===== src/rtl/vss_pkg.sv =====
package vss_pkg;

   typedef enum logic [1:0] {
      SEQ_IDLE   = 2'd0,
      SEQ_ISSUE  = 2'd1,
      SEQ_FINISH = 2'd2
   } seq_state_e;

   localparam int unsigned ELEM_BYTES = 8;
   localparam int unsigned ELEM_SHIFT = 3;

endpackage


===== src/rtl/vss_divmod.sv =====
module vss_divmod #(
   parameter int unsigned CNT_W  = 32,
   parameter int unsigned MAX_VL = 64,
   parameter int unsigned LEN_W  = $clog2(MAX_VL + 1)
) (
   input  logic [CNT_W-1:0] num_i,
   output logic [CNT_W-1:0] quot_o,
   output logic [LEN_W-1:0] rem_o
);

   localparam bit          IS_POW2 = (MAX_VL & (MAX_VL - 1)) == 0;
   localparam int unsigned SH      = $clog2(MAX_VL);

   initial begin
      assert (MAX_VL >= 2) else $error("vss_divmod: MAX_VL must be at least 2");
      assert (LEN_W >= $clog2(MAX_VL + 1)) else $error("vss_divmod: LEN_W too narrow");
   end

   generate
      if (IS_POW2) begin : g_pow2
         // Quotient and remainder fall out of the bit pattern.
         always_comb begin
            quot_o = num_i >> SH;
            rem_o  = '0;
            rem_o[SH-1:0] = num_i[SH-1:0];
         end
      end else begin : g_const_div
         logic [CNT_W-1:0] full_rem;
         always_comb begin
            quot_o   = num_i / CNT_W'(MAX_VL);
            full_rem = num_i % CNT_W'(MAX_VL);
            rem_o    = full_rem[LEN_W-1:0];
         end
      end
   endgenerate

endmodule


===== src/rtl/vss_seq_ctrl.sv =====
module vss_seq_ctrl
   import vss_pkg::*;
#(
   parameter int unsigned CNT_W  = 32,
   parameter int unsigned MAX_VL = 64,
   parameter int unsigned LEN_W  = $clog2(MAX_VL + 1)
) (
   input  logic             clk,
   input  logic             rst_n,
   input  logic             start_i,
   input  logic [CNT_W-1:0] total_i,
   input  logic [CNT_W-1:0] quot_i,
   input  logic [LEN_W-1:0] rem_i,
   input  logic             ready_i,
   output logic             valid_o,
   output logic [CNT_W-1:0] idx_o,
   output logic [LEN_W-1:0] len_o,
   output logic             done_o,
   output logic             load_o,
   output logic             step_o
);

   localparam logic [LEN_W-1:0] LEN_MAX = LEN_W'(MAX_VL);

   seq_state_e       state_q;
   logic [CNT_W-1:0] idx_q;
   logic [LEN_W-1:0] len_q;
   logic [CNT_W-1:0] left_q;
   logic             has_rem;

   assign has_rem = (rem_i != '0);
   assign valid_o = (state_q == SEQ_ISSUE);
   assign done_o  = (state_q == SEQ_FINISH);
   assign load_o  = (state_q == SEQ_IDLE) && start_i;
   assign step_o  = valid_o && ready_i;
   assign idx_o   = idx_q;
   assign len_o   = len_q;

   always_ff @(posedge clk) begin
      if (!rst_n) begin
         state_q <= SEQ_IDLE;
         idx_q   <= '0;
         len_q   <= '0;
         left_q  <= '0;
      end else begin
         unique case (state_q)
            SEQ_IDLE: begin
               if (start_i) begin
                  idx_q <= '0;
                  if (total_i == '0) begin
                     state_q <= SEQ_FINISH;
                  end else begin
                     state_q <= SEQ_ISSUE;
                     len_q   <= has_rem ? rem_i : LEN_MAX;
                     left_q  <= quot_i + CNT_W'(has_rem);
                  end
               end
            end
            SEQ_ISSUE: begin
               if (ready_i) begin
                  idx_q  <= idx_q + CNT_W'(len_q);
                  len_q  <= LEN_MAX;
                  left_q <= left_q - 1'b1;
                  if (left_q == CNT_W'(1)) state_q <= SEQ_FINISH;
               end
            end
            SEQ_FINISH: state_q <= SEQ_IDLE;
            default:    state_q <= SEQ_IDLE;
         endcase
      end
   end

   p_len_range_r6: assert property (@(posedge clk) disable iff (!rst_n)
      valid_o |-> (len_o != '0) && (len_o <= LEN_MAX));

   p_hold_stall_r8: assert property (@(posedge clk) disable iff (!rst_n)
      valid_o && !ready_i |=> valid_o && $stable(idx_o) && $stable(len_o));

   p_idx_advance_r4: assert property (@(posedge clk) disable iff (!rst_n)
      valid_o && ready_i |=> !valid_o || (idx_o == $past(idx_o) + CNT_W'($past(len_o))));

   p_full_after_r3: assert property (@(posedge clk) disable iff (!rst_n)
      valid_o && ready_i |=> !valid_o || (len_o == LEN_MAX));

   p_done_single_r10: assert property (@(posedge clk) disable iff (!rst_n)
      done_o |=> !done_o);

   p_done_no_valid_r10: assert property (@(posedge clk) disable iff (!rst_n)
      done_o |-> !valid_o);

   p_empty_done_r7: assert property (@(posedge clk) disable iff (!rst_n)
      (state_q == SEQ_IDLE) && start_i && (total_i == '0) |=> done_o && !valid_o);

   p_first_chunk_r11: assert property (@(posedge clk) disable iff (!rst_n)
      (state_q == SEQ_IDLE) && start_i && (total_i != '0) |=> valid_o && (idx_o == '0));

   p_busy_start_r9: assert property (@(posedge clk) disable iff (!rst_n)
      valid_o && !ready_i && start_i |=> valid_o && $stable(idx_o));

endmodule


===== src/rtl/vss_addr_gen.sv =====
module vss_addr_gen #(
   parameter int unsigned ADDR_W     = 48,
   parameter int unsigned CNT_W      = 32,
   parameter int unsigned LEN_W      = 7,
   parameter int unsigned ELEM_SHIFT = 3
) (
   input  logic              clk,
   input  logic              rst_n,
   input  logic              load_i,
   input  logic [ADDR_W-1:0] base_i,
   input  logic              step_i,
   input  logic [LEN_W-1:0]  len_i,
   input  logic              valid_i,
   input  logic [CNT_W-1:0]  idx_i,
   output logic [ADDR_W-1:0] addr_o
);

   logic [ADDR_W-1:0] addr_q;
   logic [ADDR_W-1:0] base_q;

   initial begin
      assert (ADDR_W > ELEM_SHIFT) else $error("vss_addr_gen: ADDR_W too narrow");
   end

   // Running sum: one adder instead of an index-by-size multiplier.
   always_ff @(posedge clk) begin
      if (!rst_n) begin
         addr_q <= '0;
         base_q <= '0;
      end else if (load_i) begin
         addr_q <= base_i;
         base_q <= base_i;
      end else if (step_i) begin
         addr_q <= addr_q + (ADDR_W'(len_i) << ELEM_SHIFT);
      end
   end

   assign addr_o = addr_q;

   p_addr_track_r5: assert property (@(posedge clk) disable iff (!rst_n)
      valid_i |-> addr_q == base_q + (ADDR_W'(idx_i) << ELEM_SHIFT));

   p_addr_hold_r8: assert property (@(posedge clk) disable iff (!rst_n)
      valid_i && !step_i |=> $stable(addr_q));

endmodule


===== src/rtl/vlen_strip_seq.sv =====
module vlen_strip_seq
   import vss_pkg::*;
#(
   parameter int unsigned MAX_VL = 64,
   parameter int unsigned CNT_W  = 32,
   parameter int unsigned ADDR_W = 48
) (
   input  logic                         clk,
   input  logic                         rst_n,
   input  logic                         start_i,
   input  logic [CNT_W-1:0]             total_i,
   input  logic [ADDR_W-1:0]            base_i,
   output logic                         chunk_valid_o,
   input  logic                         chunk_ready_i,
   output logic [CNT_W-1:0]             chunk_idx_o,
   output logic [$clog2(MAX_VL+1)-1:0]  chunk_len_o,
   output logic [ADDR_W-1:0]            chunk_addr_o,
   output logic                         done_o
);

   localparam int unsigned LEN_W = $clog2(MAX_VL + 1);

   initial begin
      assert (MAX_VL >= 2) else $error("vlen_strip_seq: MAX_VL must be at least 2");
      assert (CNT_W > LEN_W) else $error("vlen_strip_seq: CNT_W must exceed LEN_W");
      assert (ELEM_BYTES == (1 << ELEM_SHIFT)) else $error("vlen_strip_seq: element size mismatch");
   end

   logic [CNT_W-1:0] quot;
   logic [LEN_W-1:0] rem;
   logic             load;
   logic             step;

   vss_divmod #(
      .CNT_W (CNT_W),
      .MAX_VL(MAX_VL),
      .LEN_W (LEN_W)
   ) u_divmod (
      .num_i (total_i),
      .quot_o(quot),
      .rem_o (rem)
   );

   vss_seq_ctrl #(
      .CNT_W (CNT_W),
      .MAX_VL(MAX_VL),
      .LEN_W (LEN_W)
   ) u_ctrl (
      .clk    (clk),
      .rst_n  (rst_n),
      .start_i(start_i),
      .total_i(total_i),
      .quot_i (quot),
      .rem_i  (rem),
      .ready_i(chunk_ready_i),
      .valid_o(chunk_valid_o),
      .idx_o  (chunk_idx_o),
      .len_o  (chunk_len_o),
      .done_o (done_o),
      .load_o (load),
      .step_o (step)
   );

   vss_addr_gen #(
      .ADDR_W    (ADDR_W),
      .CNT_W     (CNT_W),
      .LEN_W     (LEN_W),
      .ELEM_SHIFT(ELEM_SHIFT)
   ) u_addr (
      .clk    (clk),
      .rst_n  (rst_n),
      .load_i (load),
      .base_i (base_i),
      .step_i (step),
      .len_i  (chunk_len_o),
      .valid_i(chunk_valid_o),
      .idx_i  (chunk_idx_o),
      .addr_o (chunk_addr_o)
   );

endmodule


===== config.mk =====
export PLATFORM = sky130hd
export DESIGN_NAME = vlen_strip_seq
export DESIGN_NICKNAME = d
export VERILOG_FILES = /design/src/rtl/vss_pkg.sv /design/src/rtl/vss_divmod.sv /design/src/rtl/vss_seq_ctrl.sv /design/src/rtl/vss_addr_gen.sv /design/src/rtl/vlen_strip_seq.sv
export SDC_FILE = /design/constraint.sdc
export NUM_CORES = 1
export LEC_CHECK = 0
export BUFFER_PORTS_ARGS = -buffer_cell sky130_fd_sc_hd__buf_2
export CELL_PAD_IN_SITES_DETAIL_PLACEMENT = 0
export CELL_PAD_IN_SITES_GLOBAL_PLACEMENT = 1
export CORE_UTILIZATION = 36
export DETAILED_ROUTE_END_ITERATION = 8
export PLACE_DENSITY_LB_ADDON = 0.1
export SLEW_MARGIN = 10
export SYNTH_ARGS = -nofsm -noshare
export SYNTH_HDL_FRONTEND = slang
export SYNTH_HIERARCHICAL = 1
export SYNTH_SLANG_ARGS = --single-unit

===== constraint.sdc =====
create_clock -name clk -period 2.7 [get_ports clk]
set_input_delay 0.135 -clock clk [delete_from_list [all_inputs] [get_ports clk]]
set_output_delay 0.135 -clock clk [all_outputs]
set_load 0.01 [all_outputs]

==> results of run 1 <==
power by group:
group	leakage, nW	switching [mW]	internal (mW)	total (mW)
combinational	2.64	0.816	0.568	1.38
clock	0.303	0.868	1.62	2.49
sequential	0.992	0.179	1.94	2.12
worst max-delay path: stages:
cell and delay [ns]:
dlygate4sd3_1 0.54, buf_2 0.13, nor4_1 0.05, nand2_1 0.08
ha_1 0.26, ha_2 0.25, nand3_1 0.11, or4_4 0.54
nor4_4 0.31, xnor2_1 0.08, or4_1 0.41, o211ai_2 0.08
registers in the layout, summed over array words and instances, names as in the netlist:
| register | flops |
|---|---|
| u_ctrl/idx_o | 32 |
| u_ctrl/len_o | 7 |
| u_ctrl/state_q | 2 |
| u_ctrl/left_q | 32 |
| u_addr/addr_o | 48 |
timing repair:
item,in CTS,in global routing
setup endpoints to repair,0,4
gates resized for setup,0,3
hold buffers,27,0
endpoints found under the hold margin,27,0
cell families (layout without fill, tap and decap cells):
family | Yosys count | in the layout | synth area share
fa+ha+maj | 20 | 20 | 0.0334
other cells | 1 | 7 | 0.000472
flops | 121 | 121 | 0.305
buf+inv | 123 | 310 | 0.0782
mux | 4 | 4 | 0.00504
simple gates | 380 | 380 | 0.262
xor+xnor | 76 | 76 | 0.0837
compound gates | 298 | 298 | 0.232
layer usage:
metal	wire (um)	global-route usage
met3	1080	0.0361
met5	0	0
met2	11600	0.361
met4	341	0.0590
met1	12300	0.310
stage by stage:
stage	TNS (ns)	hold WS, ns	utilization
after floorplan	0	0.273	-
after global placement	0	0.370	0.417
after detailed placement	0	0.380	0.417
after CTS	0	0.000222	0.459
after global routing	-0.0488	0.0208	0.459
final	0	0.0126	0.459
placed cells by master, fill, tap and decap left out, types with 41 or more instances in the layout:
cell / synthesis / routed
buf_2: 5 / 172
dfxtp_1: 121 / 121
a21oi_1: 97 / 97
o21ai_0: 87 / 86
nor2_1: 83 / 83
nand2_1: 66 / 66
nand3_1: 49 / 49
xnor2_1: 45 / 45
buf_4: 39 / 43
nor3_1: 41 / 41
worst max path at each step:
stage                     slack [ns]  cells after the start                        endpoint                            from
after floorplan                 0.21                     12  u_addr/addr_o[46]$_SDFFE_PN0N_  u_ctrl/state_q[0]$_SDFFE_PN0P_
after global placement          0.17                     11  u_ctrl/left_q[26]$_SDFFE_PN0P_                      total_i[1]
after detailed placement        0.13                     11  u_ctrl/left_q[26]$_SDFFE_PN0P_                      total_i[1]
after CTS                       0.09                     12  u_ctrl/left_q[26]$_SDFFE_PN0P_                      total_i[5]
after global routing           -0.05                     12  u_ctrl/left_q[26]$_SDFFE_PN0P_                      total_i[5]
final                           0.05                     12  u_ctrl/left_q[26]$_SDFFE_PN0P_                      total_i[5]
cell type report:
type                    count  share of cell area
multi-input cells         785               0.495
well taps                 280              0.0350
inverters                  33              0.0124
clock inverters            10              0.0165
repair buffers            245               0.151
flip-flops and latches    121               0.242
clock buffers              22              0.0474
==> key figures, run 1 <==
Pwr
  – Peak supply drop: 0.320 mV
  – P_leak: between 3 and 4 nW
  – Total Power: 5.99 mW
  – PwrDens: about 600 nW/um2

Synthesis
  – Synth async-reset ratio: 0
  – Synth area leader: dfxtp_1
  – Mean post-synth cell area: 7.77 um2
  – Post-synthesis cell area: 7950 um2
  – Yosys reg bits: 121
  – Syn. warnings: 6
  – Count of cell types in the netlist: 78
  – Sequential element share of the synthesized area: 0.305
  – EDFF count, synth: 0
  – Cell count after synthesis: approximately 1000
  – Most frequent cell after synthesis: dfxtp_1
  – Main area contributors after synthesis: dfxtp_1, a21oi_1, o21ai_0
  – Synth top cells by count: dfxtp_1, a21oi_1, o21ai_0, nor2_1, nand2_1
  – Yosys top cell area share: 0.305
  – Synth Flop Type: dfxtp_1

Routing
  – Antenna viol nets, final: 0
  – Drt total wl: 25.3 mm
  – DRT Pass-1 Iters: 5
  – Total number of vias: between 8000 and 9000
  – Vias per cell: 5.39
  – Drt drc: 0
  – Average wire per standard cell: 16.9 um
  – Starting DRT DRC Count: around 400

STA
  – Clock Skew: between 0.01 and 0.015 ns
  – Fmax: 0.377 GHz
  – Max-slew headroom: 0.516
  – Final worst path period share: 0.983
  – Finish-stage setup viols: 0
  – Crit path time final: 2.65 ns
  – Least-Margin Pin Slew: 0.726 ns
  – Max-slew violations: 0
  – RSZ-0062 raised after global routing: yes
  – Worst setup margin: 0.0459 ns
  – Final Hold Vio Count: 0

Placement
  – Placed insts: 1437
  – Detailed Place HPWL: roughly 18 mm
  – Dpl ws: 0.127 ns
  – Placer Congestion: roughly 0.80
  – Port bufs: around 170
  – Post-DP Area: 9080 um2

Finish
  – Filler instances: 2257
  – Final nets: 1307
  – Layout area overhead: 25.7%
  – Antenna diode count: 0
  – Layout cell share with drive strength beyond 1: 0.237
  – Area of the multi-input gates: 4950 um2
  – Seq. cell area: 2420 um2
  – Filler-free cell count of the finished design: 1496
  – Final Cell Area: 10000 um2

CTS
  – Clk root buf: clkbuf_16
  – CTS Buf Count: 17
  – Clock sinks: 121
  – CTS tree: built
  – Worst skew pair latency: about 0.42 ns
  – Max Buffers Root-to-Sink: 2
  – CTS HTree Levels: 4
  – Post-CTS setup buffers: 0
  – Register clock-pin slew on the reported worst setup and hold paths: 0.06 ns

Die
  – Die ar.: 22700 um2
  – CORE AREA: ~22000 um2
  – Die Span X: 151 um
  – Ports: 173
  – FP Rows: 54
  – Die H: 151 um
  – Initial core utilization: 0.365

Global routing
  – GRT overflow: 0
  – Tot GR Track Use: 0.224
  – Initial antenna violation count: 0
  – Largest net degree at the start of global routing: between 60 and 70
  – First-pass GRT wire length: approximately 40 mm
  – Number of global-route vias before repair: 7445

Hold path
  – Hold_sp: base_i[21]
  – Min-delay worst type: in -> reg
  – Worst Hold End: u_addr/addr_o[21]$_SDFFE_PN0N_
  – Hold Crit Depth: 3

Setup path
  – Critical path class: in -> reg
  – FF-to-FF setup slack: 0.24 ns
  – WP data required: around 3.0 ns
  – Worst reg2reg endpoint: u_addr/addr_o[23]$_SDFFE_PN0N_
  – Worst R2R Path Depth: 10
  – Crit Path Max Fanout: 9
  – Critical Path Sink Type: register
  – FF-to-FF Start: u_ctrl/len_o[0]$_SDFFE_PN0P_
  – Arrival time worst endpoint: around 3.0 ns
  – Critical Path Source Type: input pin

Status
  – Outcome: completed

Flow run
  – Max Cap Viol: 0
No activity file was read; power rests on OpenSTA's default activity.
==> run 2, diff against run 1 <==
PLACE_DENSITY = 0.83   (was unset)
PLACE_DENSITY_LB_ADDON = unset   (was 0.1)
==> run 2 against run 1 <==
Effect of this change:
- count of clock-buffer cells in the layout is 3 lower
- sequential share of layout area is 0.25 points higher
- clock skew is 0.0022 ns lower
- wire length shrank 1.4%
- global-route usage is 0.81 points lower
- sequential cell count did not move
- via count increased by 1.5%
- combinational power is essentially flat
- core utilization is 0.46 points lower
- critical endpoint is now u_ctrl/idx_o[24]$_SDFFE_PN0P_
==> key figures, run 2 (same netlist as run 1, synthesis figures left out) <==
CTS
  – Register clock-pin slew on the reported worst setup and hold paths: 0.06 ns (about the same)
  – CTS Buf Count: 17 (unchanged)
  – Clk root buf: clkbuf_16
  – Worst skew pair latency: 0.42 ns (about the same)
  – CTS HTree Levels: 4 (unchanged)
  – Max Buffers Root-to-Sink: 2 (unchanged)
  – Post-CTS setup buffers: 0 (unchanged)
  – Clock sinks: 121 (unchanged)
  – CTS tree: built

Pwr
  – Internal power: 4.16 mW (+0.86%)
  – P_leak: 3.89 nW (-0.97%)
  – P_sw: 1.84 mW (-1.4%)
  – Proportion of power drawn by the clock network: 0.421 (+0.005)
  – PwrDens: 606 nW/um2 (+1.2%)
  – Peak supply drop: 0.335 mV (+4.7%)
  – Logic pwr share: 0.227 (-0.004)
  – Sw frac: 0.306 (-0.00478)
  – Reg power frac: 0.353 (about the same)

Finish
  – Final Util: 0.455 (-0.00460)
  – Seq. cell area: 2420 um2 (unchanged)
  – Layout cell share with drive strength beyond 1: 0.231 (-0.00633)
  – Final nets: 1297 (-0.77%)
  – Most common cell after layout, fill and taps aside: buf_2
  – Max reg flops: 48 (unchanged)
  – Layout area overhead: 24.5%
  – Commonest non-fill, non-tap cells in the layout: buf_2, dfxtp_1, a21oi_1, o21ai_0, nor2_1
  – Area of the multi-input gates: 4940 um2 (-0.20%)
  – Filler instances: 2231 (-1.2%)
  – Final Cell Area: 9900 um2 (-1.0%)
  – Antenna diode count: 0 (unchanged)

STA
  – Crit path time final: 2.51 ns (-0.148 ns)
  – Final Hold Vio Count: 0 (unchanged)
  – Least-Margin Pin Slew: 0.868 ns (+0.142 ns)
  – Setup total negative slack: 0 ns (unchanged)
  – Final worst path period share: 0.928 (-0.0548)
  – RSZ-0062 raised after global routing: no
  – Max-slew headroom: 0.420 (-0.0962)
  – Clock Skew: 0.00890 ns (-0.00224 ns)
  – Fmax: 0.399 GHz (+5.9%)
  – Max-slew violations: 0 (unchanged)
  – Finish-stage setup viols: 0 (unchanged)

Routing
  – Vias per cell: 5.51 (+2.1%)
  – Starting DRT DRC Count: 479 (+17%)
  – Antenna viol nets, final: 0 (unchanged)
  – Total number of vias: 8187 (+1.5%)
  – Average wire per standard cell: 16.8 um (-0.69%)
  – DRT Pass-1 Iters: 5 (unchanged)
  – Drt total wl: 24.9 mm (-1.4%)
  – Drt drc: 0 (unchanged)

Setup path
  – Crit Path Max Fanout: 7 (-2)
  – Critical Path Source Type: register
  – Arrival time worst endpoint: 2.84 ns (-0.16 ns)
  – Bufs and invs on worst path: 1 (-1)
  – CP max-delay cell: or4_1
  – Slowest cell delay on critical path: 0.52 ns (-0.02 ns)
  – Critical path class: reg -> reg
  – Largest delay share family, worst path: compound AO/OA/AOI/OAI gates
  – Critical path cell sequence: ha_1 -> inv_1 -> fa_1 -> nor2b_1 -> o21a_1 -> o21ai_1 -> a211o_1 -> or4_1 -> a21oi_1
  – WP data required: 3.03 ns (about the same)
  – Critical Path Sink Type: register

Hold path
  – Min-delay worst type: in -> reg

Global routing
  – Initial antenna violation count: 0 (unchanged)
  – Tot GR Track Use: 0.216 (-0.00814)
  – Largest net degree at the start of global routing: 67 (unchanged)
  – GRT overflow: 0 (unchanged)
  – Number of global-route vias before repair: 7298 (-2.0%)
  – First-pass GRT wire length: 38.4 mm (-3.6%)

Die
  – Die Span X: 151 um (unchanged)
  – Die ar.: 22700 um2 (unchanged)
  – Initial core utilization: 0.365 (unchanged)
  – FP Rows: 54 (unchanged)
  – Die H: 151 um (unchanged)
  – CORE AREA: 21800 um2 (unchanged)
  – Ports: 173 (unchanged)

Status
  – Outcome: completed

Flow run
  – Max Cap Viol: 0 (unchanged)

Placement
  – Placer Congestion: 0.847 (+6.0%)
  – Post-DP Area: 8980 um2 (-1.0%)
  – Port bufs: 172 (unchanged)
  – Detailed Place HPWL: 18.2 mm (-0.63%)
[run 2: cell types whose count changed in the layout (fill, tap and decap cells not counted), sizes merged]
cell / previous run / this run
clkinvlp: 3 / 2
buf: 218 / 209
bufinv: 4 / 5
dlygate4sd3: 27 / 26
clkbuf: 22 / 19
clkinv: 4 / 7
[run 2: per-stage QoR]
step / setup slack, ns / power [mW] / hold slack (ns) / std cells
finish: 0.194 / 6.00 / 0.0108 / 1486
global route: 0.00493 / 6.29 / 0.0219 / 1486
CTS: 0.195 / 6.03 / 0.0000116 / 1486
detailed placement: 0.149 / 3.46 / 0.371 / 1428
global placement: 0.172 / 3.45 / 0.364 / 1428
floorplan: 0.209 / 2.98 / 0.273 / 1029
[run 2: worst register-to-register path, cell delays in order (launching register included)]
cell     delay [ns]
dfxtp_1        0.37
ha_1           0.19
inv_1          0.06
fa_1           0.38
nor2b_1        0.17
o21a_1         0.15
o21ai_1        0.09
a211o_1        0.35
or4_1          0.52
a21oi_1        0.15
[run 2: layout make-up]
| cell class | instances | area share |
|---|---|---|
| flip-flops and latches | 121 | 0.245 |
| inverters | 33 | 0.0125 |
| repair buffers | 235 | 0.143 |
| multi-input cells | 785 | 0.499 |
| clock inverters | 13 | 0.0201 |
| well taps | 280 | 0.0354 |
| clock buffers | 19 | 0.0458 |
[run 2: worst paths after layout]
path	startpoint	to	slack, ns	cells past startpoint
min reg2reg	u_ctrl/idx_o[0]$_SDFFE_PN0P_	u_ctrl/idx_o[0]$_SDFFE_PN0P_	0.47	2
min	base_i[23]	u_addr/addr_o[23]$_SDFFE_PN0N_	0.01	3
max reg2reg	u_ctrl/len_o[0]$_SDFFE_PN0P_	u_ctrl/idx_o[24]$_SDFFE_PN0P_	0.19	9
max	u_ctrl/len_o[0]$_SDFFE_PN0P_	u_ctrl/idx_o[24]$_SDFFE_PN0P_	0.19	9
[run 2: per-layer routing]
layer	share of wire	global-route usage
met3	0.051	0.0291
met1	0.47	0.306
met4	0.026	0.0855
met5	0	0
met2	0.45	0.330
[run 2: power by group through the flow]
| stage | sequential [mW] | clock, mW | combinational (mW) |
|---|---|---|---|
| 4_1_cts | 2.11 | 2.58 | 1.34 |
| 3_5_place_dp | 2.15 | 0 | 1.31 |
| 2_1_floorplan | 2.14 | 0 | 0.841 |
| 3_3_place_gp | 2.15 | 0 | 1.30 |
| 6_report | 2.12 | 2.53 | 1.36 |
| 5_1_grt | 2.14 | 2.66 | 1.50 |
[run 2: timing repair]
| action | 4_1_cts | 5_1_grt |
|---|---|---|
| hold endpoints to repair | 26 | 0 |
| resized for setup | 0 | 0 |
| hold buffers | 26 | 0 |
==> run 3, diff against run 2 <==
CORE_UTILIZATION = 40   (was 36)
PLACE_DENSITY = 0.87   (was 0.83)
clock period = 2.4 ns   (was 2.7 ns; I/O delays follow)
==> run 3 against run 2 <==
Effect of this change:
- core utilization up 8.2 points
- largest power group unchanged
- count of clock-buffer cells in the layout increased by 5
- worst hold slack improved by 0.0098 ns
- sequential cell count unchanged
- setup slack lost 0.11 ns
- clock power decreased by 4%
- critical endpoint is now u_ctrl/idx_o[20]$_SDFFE_PN0P_
==> key figures, run 3 (same netlist as run 1, synthesis figures left out) <==
Global routing
  – Initial antenna violation count: 1 (+1)
  – Largest net degree at the start of global routing: 67 (unchanged)
  – Tot GR Track Use: 0.250 (+0.0335)
  – GRT overflow: 0 (unchanged)
  – First-pass GRT wire length: 40.0 mm (+4.2%)
  – Number of global-route vias before repair: 7736 (+6.0%)

Routing
  – DRT Pass-1 Iters: 7 (+2)
  – Average wire per standard cell: 16.4 um (-2.0%)
  – Drt total wl: 25.3 mm (+1.5%)
  – Vias per cell: 5.55 (+0.65%)
  – Drt drc: 0 (unchanged)
  – Antenna viol nets, final: 0 (unchanged)
  – Total number of vias: 8534 (+4.2%)
  – Starting DRT DRC Count: 590 (+23%)

CTS
  – Clock sinks: 121 (unchanged)
  – Register clock-pin slew on the reported worst setup and hold paths: 0.06 ns (about the same)
  – CTS HTree Levels: 4 (unchanged)
  – Worst skew pair latency: 0.42 ns (about the same)
  – Max Buffers Root-to-Sink: 2 (unchanged)
  – CTS Buf Count: 17 (unchanged)
  – Clk root buf: clkbuf_16
  – CTS tree: built

STA
  – Least-Margin Pin Slew: 0.715 ns (-0.153 ns)
  – Crit path time final: 2.31 ns (-0.193 ns)
  – Clock Skew: 0.00752 ns (-0.00139 ns)
  – Final Hold Vio Count: 0 (unchanged)
  – Max-slew violations: 0 (unchanged)
  – Final worst path period share: 0.964 (+0.0355)
  – Max-slew headroom: 0.520 (+0.0998)
  – Hold WS: 0.0206 ns (+0.00982 ns)
  – Setup total negative slack: 0 ns (unchanged)
  – Finish-stage setup viols: 0 (unchanged)
  – Fmax: 0.432 GHz (+8.4%)

Status
  – Outcome: completed

Setup path
  – FF-to-FF setup slack: 0.09 ns (-0.11 ns)
  – Bufs and invs on worst path: 2 (+1)
  – WP data required: 2.75 ns (-0.28 ns)
  – Crit Path Max Fanout: 4 (-3)
  – Worst reg2reg endpoint: u_ctrl/idx_o[20]$_SDFFE_PN0P_
  – Critical path cell sequence: ha_4 -> inv_1 -> fa_2 -> nor2b_2 -> o21a_1 -> o21ai_2 -> a211o_1 -> buf_4 -> or3_1 -> a21oi_1
  – Critical Path Source Type: register
  – Largest delay share family, worst path: compound AO/OA/AOI/OAI gates
  – Worst R2R Path Depth: 10 (+1)
  – CP max-delay cell: dfxtp_4
  – Slowest cell delay on critical path: 0.37 ns (-0.15 ns)
  – Arrival time worst endpoint: 2.66 ns (-0.18 ns)
  – Critical Path Sink Type: register
  – FF-to-FF Start: u_ctrl/len_o[0]$_SDFFE_PN0P_
  – Critical path class: reg -> reg

Flow run
  – Max Cap Viol: 0 (unchanged)

Finish
  – Filler instances: 1860 (-17%)
  – Layout area overhead: 31.5%
  – Layout cell share with drive strength beyond 1: 0.275 (+0.0444)
  – Final nets: 1364 (+5.2%)
  – Area of the multi-input gates: 5050 um2 (+2.2%)
  – Seq. cell area: 2430 um2 (+0.26%)
  – Most common cell after layout, fill and taps aside: buf_2
  – Commonest non-fill, non-tap cells in the layout: buf_2, dfxtp_1, a21oi_1, buf_4, o21ai_0
  – Max reg flops: 48 (unchanged)
  – Filler-free cell count of the finished design: 1539 (+3.6%)

Pwr
  – Internal power: 4.40 mW (+5.7%)
  – Sw frac: 0.321 (+0.0150)
  – Reg power frac: 0.365 (+0.012)
  – PwrDens: 620 nW/um2 (+2.2%)
  – Proportion of power drawn by the clock network: 0.377 (-0.044)
  – Peak supply drop: 0.501 mV (+50%)
  – P_leak: 4.20 nW (+8.0%)
  – Logic pwr share: 0.258 (+0.031)
  – P_sw: 2.08 mW (+13%)
  – Total Power: 6.48 mW (+8.0%)

Die
  – Ports: 173 (unchanged)
  – Die H: 143 um (-5.1%)
  – CORE AREA: 19500 um2 (-11%)
  – Die Span X: 143 um (-5.1%)
  – FP Rows: 51 (-5.6%)
  – Die ar.: 20400 um2 (-9.9%)
  – Initial core utilization: 0.409 (+0.0431)

Hold path
  – Hold_sp: base_i[37]
  – Min-delay worst type: in -> reg
  – Worst Hold End: u_addr/addr_o[37]$_SDFFE_PN0N_
  – Hold Crit Depth: 3 (unchanged)

Placement
  – Detailed Place HPWL: 18.3 mm (+0.87%)
  – Placed insts: 1464 (+2.5%)
  – Placer Congestion: 0.876 (+3.4%)
  – Port bufs: 172 (unchanged)
==> run 3: changes by cell type in the layout (fill, tap and decap cells not counted), moves of 4 or more <==
cell	delta
buf_4	+52
dlygate4sd3_1	+11
a21oi_1	-4
a21oi_2	+4
bufinv_16	-4
clkbuf_1	+4
==> run 3: worst reg2reg max path: stages (launching register included) <==
cell and delay (ns):
dfxtp_4 0.37, ha_4 0.13, inv_1 0.05, fa_2 0.37, nor2b_2 0.15, o21a_1 0.16
o21ai_2 0.07, a211o_1 0.32, buf_4 0.16, or3_1 0.34, a21oi_1 0.13
==> run 3: area by class of cell <==
class / count / share of cell area
clock buffers: 24 / 0.0461
clock inverters: 8 / 0.00670
diodes: 1 / 0.000239
multi-input cells: 785 / 0.483
flip-flops and latches: 121 / 0.232
repair buffers: 302 / 0.188
inverters: 33 / 0.0119
well taps: 265 / 0.0317
==> run 3: metal layers <==
| layer | vias up | track usage | wire (um) |
|---|---|---|---|
| li1 | 4201 | - | - |
| met1 | 3965 | 0.360 | 11900 |
| met2 | 330 | 0.367 | 11000 |
| met3 | 38 | 0.0503 | 1880 |
| met4 | 0 | 0.0832 | 446 |
| met5 | - | 0 | 0 |
==> run 3: worst max path at each step <==
stage | startpoint | to | slack (ns) | cells after the start
after detailed placement | total_i[0] | u_ctrl/left_q[22]$_SDFFE_PN0P_ | -0.05 | 12
after global placement | u_ctrl/len_o[0]$_SDFFE_PN0P_ | u_addr/addr_o[47]$_SDFFE_PN0N_ | 0.01 | 9
after global routing | u_ctrl/len_o[0]$_SDFFE_PN0P_ | u_addr/addr_o[25]$_SDFFE_PN0N_ | -0.02 | 10
after CTS | u_ctrl/len_o[0]$_SDFFE_PN0P_ | u_ctrl/idx_o[20]$_SDFFE_PN0P_ | 0.03 | 11
after floorplan | u_ctrl/len_o[0]$_SDFFE_PN0P_ | u_ctrl/idx_o[26]$_SDFFE_PN0P_ | 0.01 | 10
final | u_ctrl/len_o[0]$_SDFFE_PN0P_ | u_ctrl/idx_o[20]$_SDFFE_PN0P_ | 0.09 | 10
==> run 3: metrics by stage <==
step | setup WS, ns | area, um2 | utilization
2_1_floorplan | 0.0112 | 7980 | -
4_1_cts | 0.0272 | 10300 | 0.531
6_report | 0.0872 | 10500 | 0.537
3_3_place_gp | 0.0138 | 9380 | 0.482
5_1_grt | -0.0155 | 10500 | 0.537
3_5_place_dp | -0.0456 | 9380 | 0.482
==> run 3: power groups by stage <==
stage,Clock [mW],Combinational (mW),Sequential [mW]
after floorplan,0,0.947,2.41
after global placement,0,1.57,2.40
after detailed placement,0,1.57,2.40
after CTS,2.48,1.63,2.36
after global routing,2.57,1.84,2.39
final,2.44,1.67,2.37
==> run 3: repair_timing <==
| action | 4_1_cts | 5_1_grt |
|---|---|---|
| endpoints found under the setup margin | 13 | 33 |
| gates resized for setup | 7 | 23 |
| pin swaps | 3 | 9 |
| hold buffers | 37 | 0 |
| cloned | 1 | 0 |
| setup buffers | 2 | 2 |
| endpoints found under the hold margin | 37 | 0 |
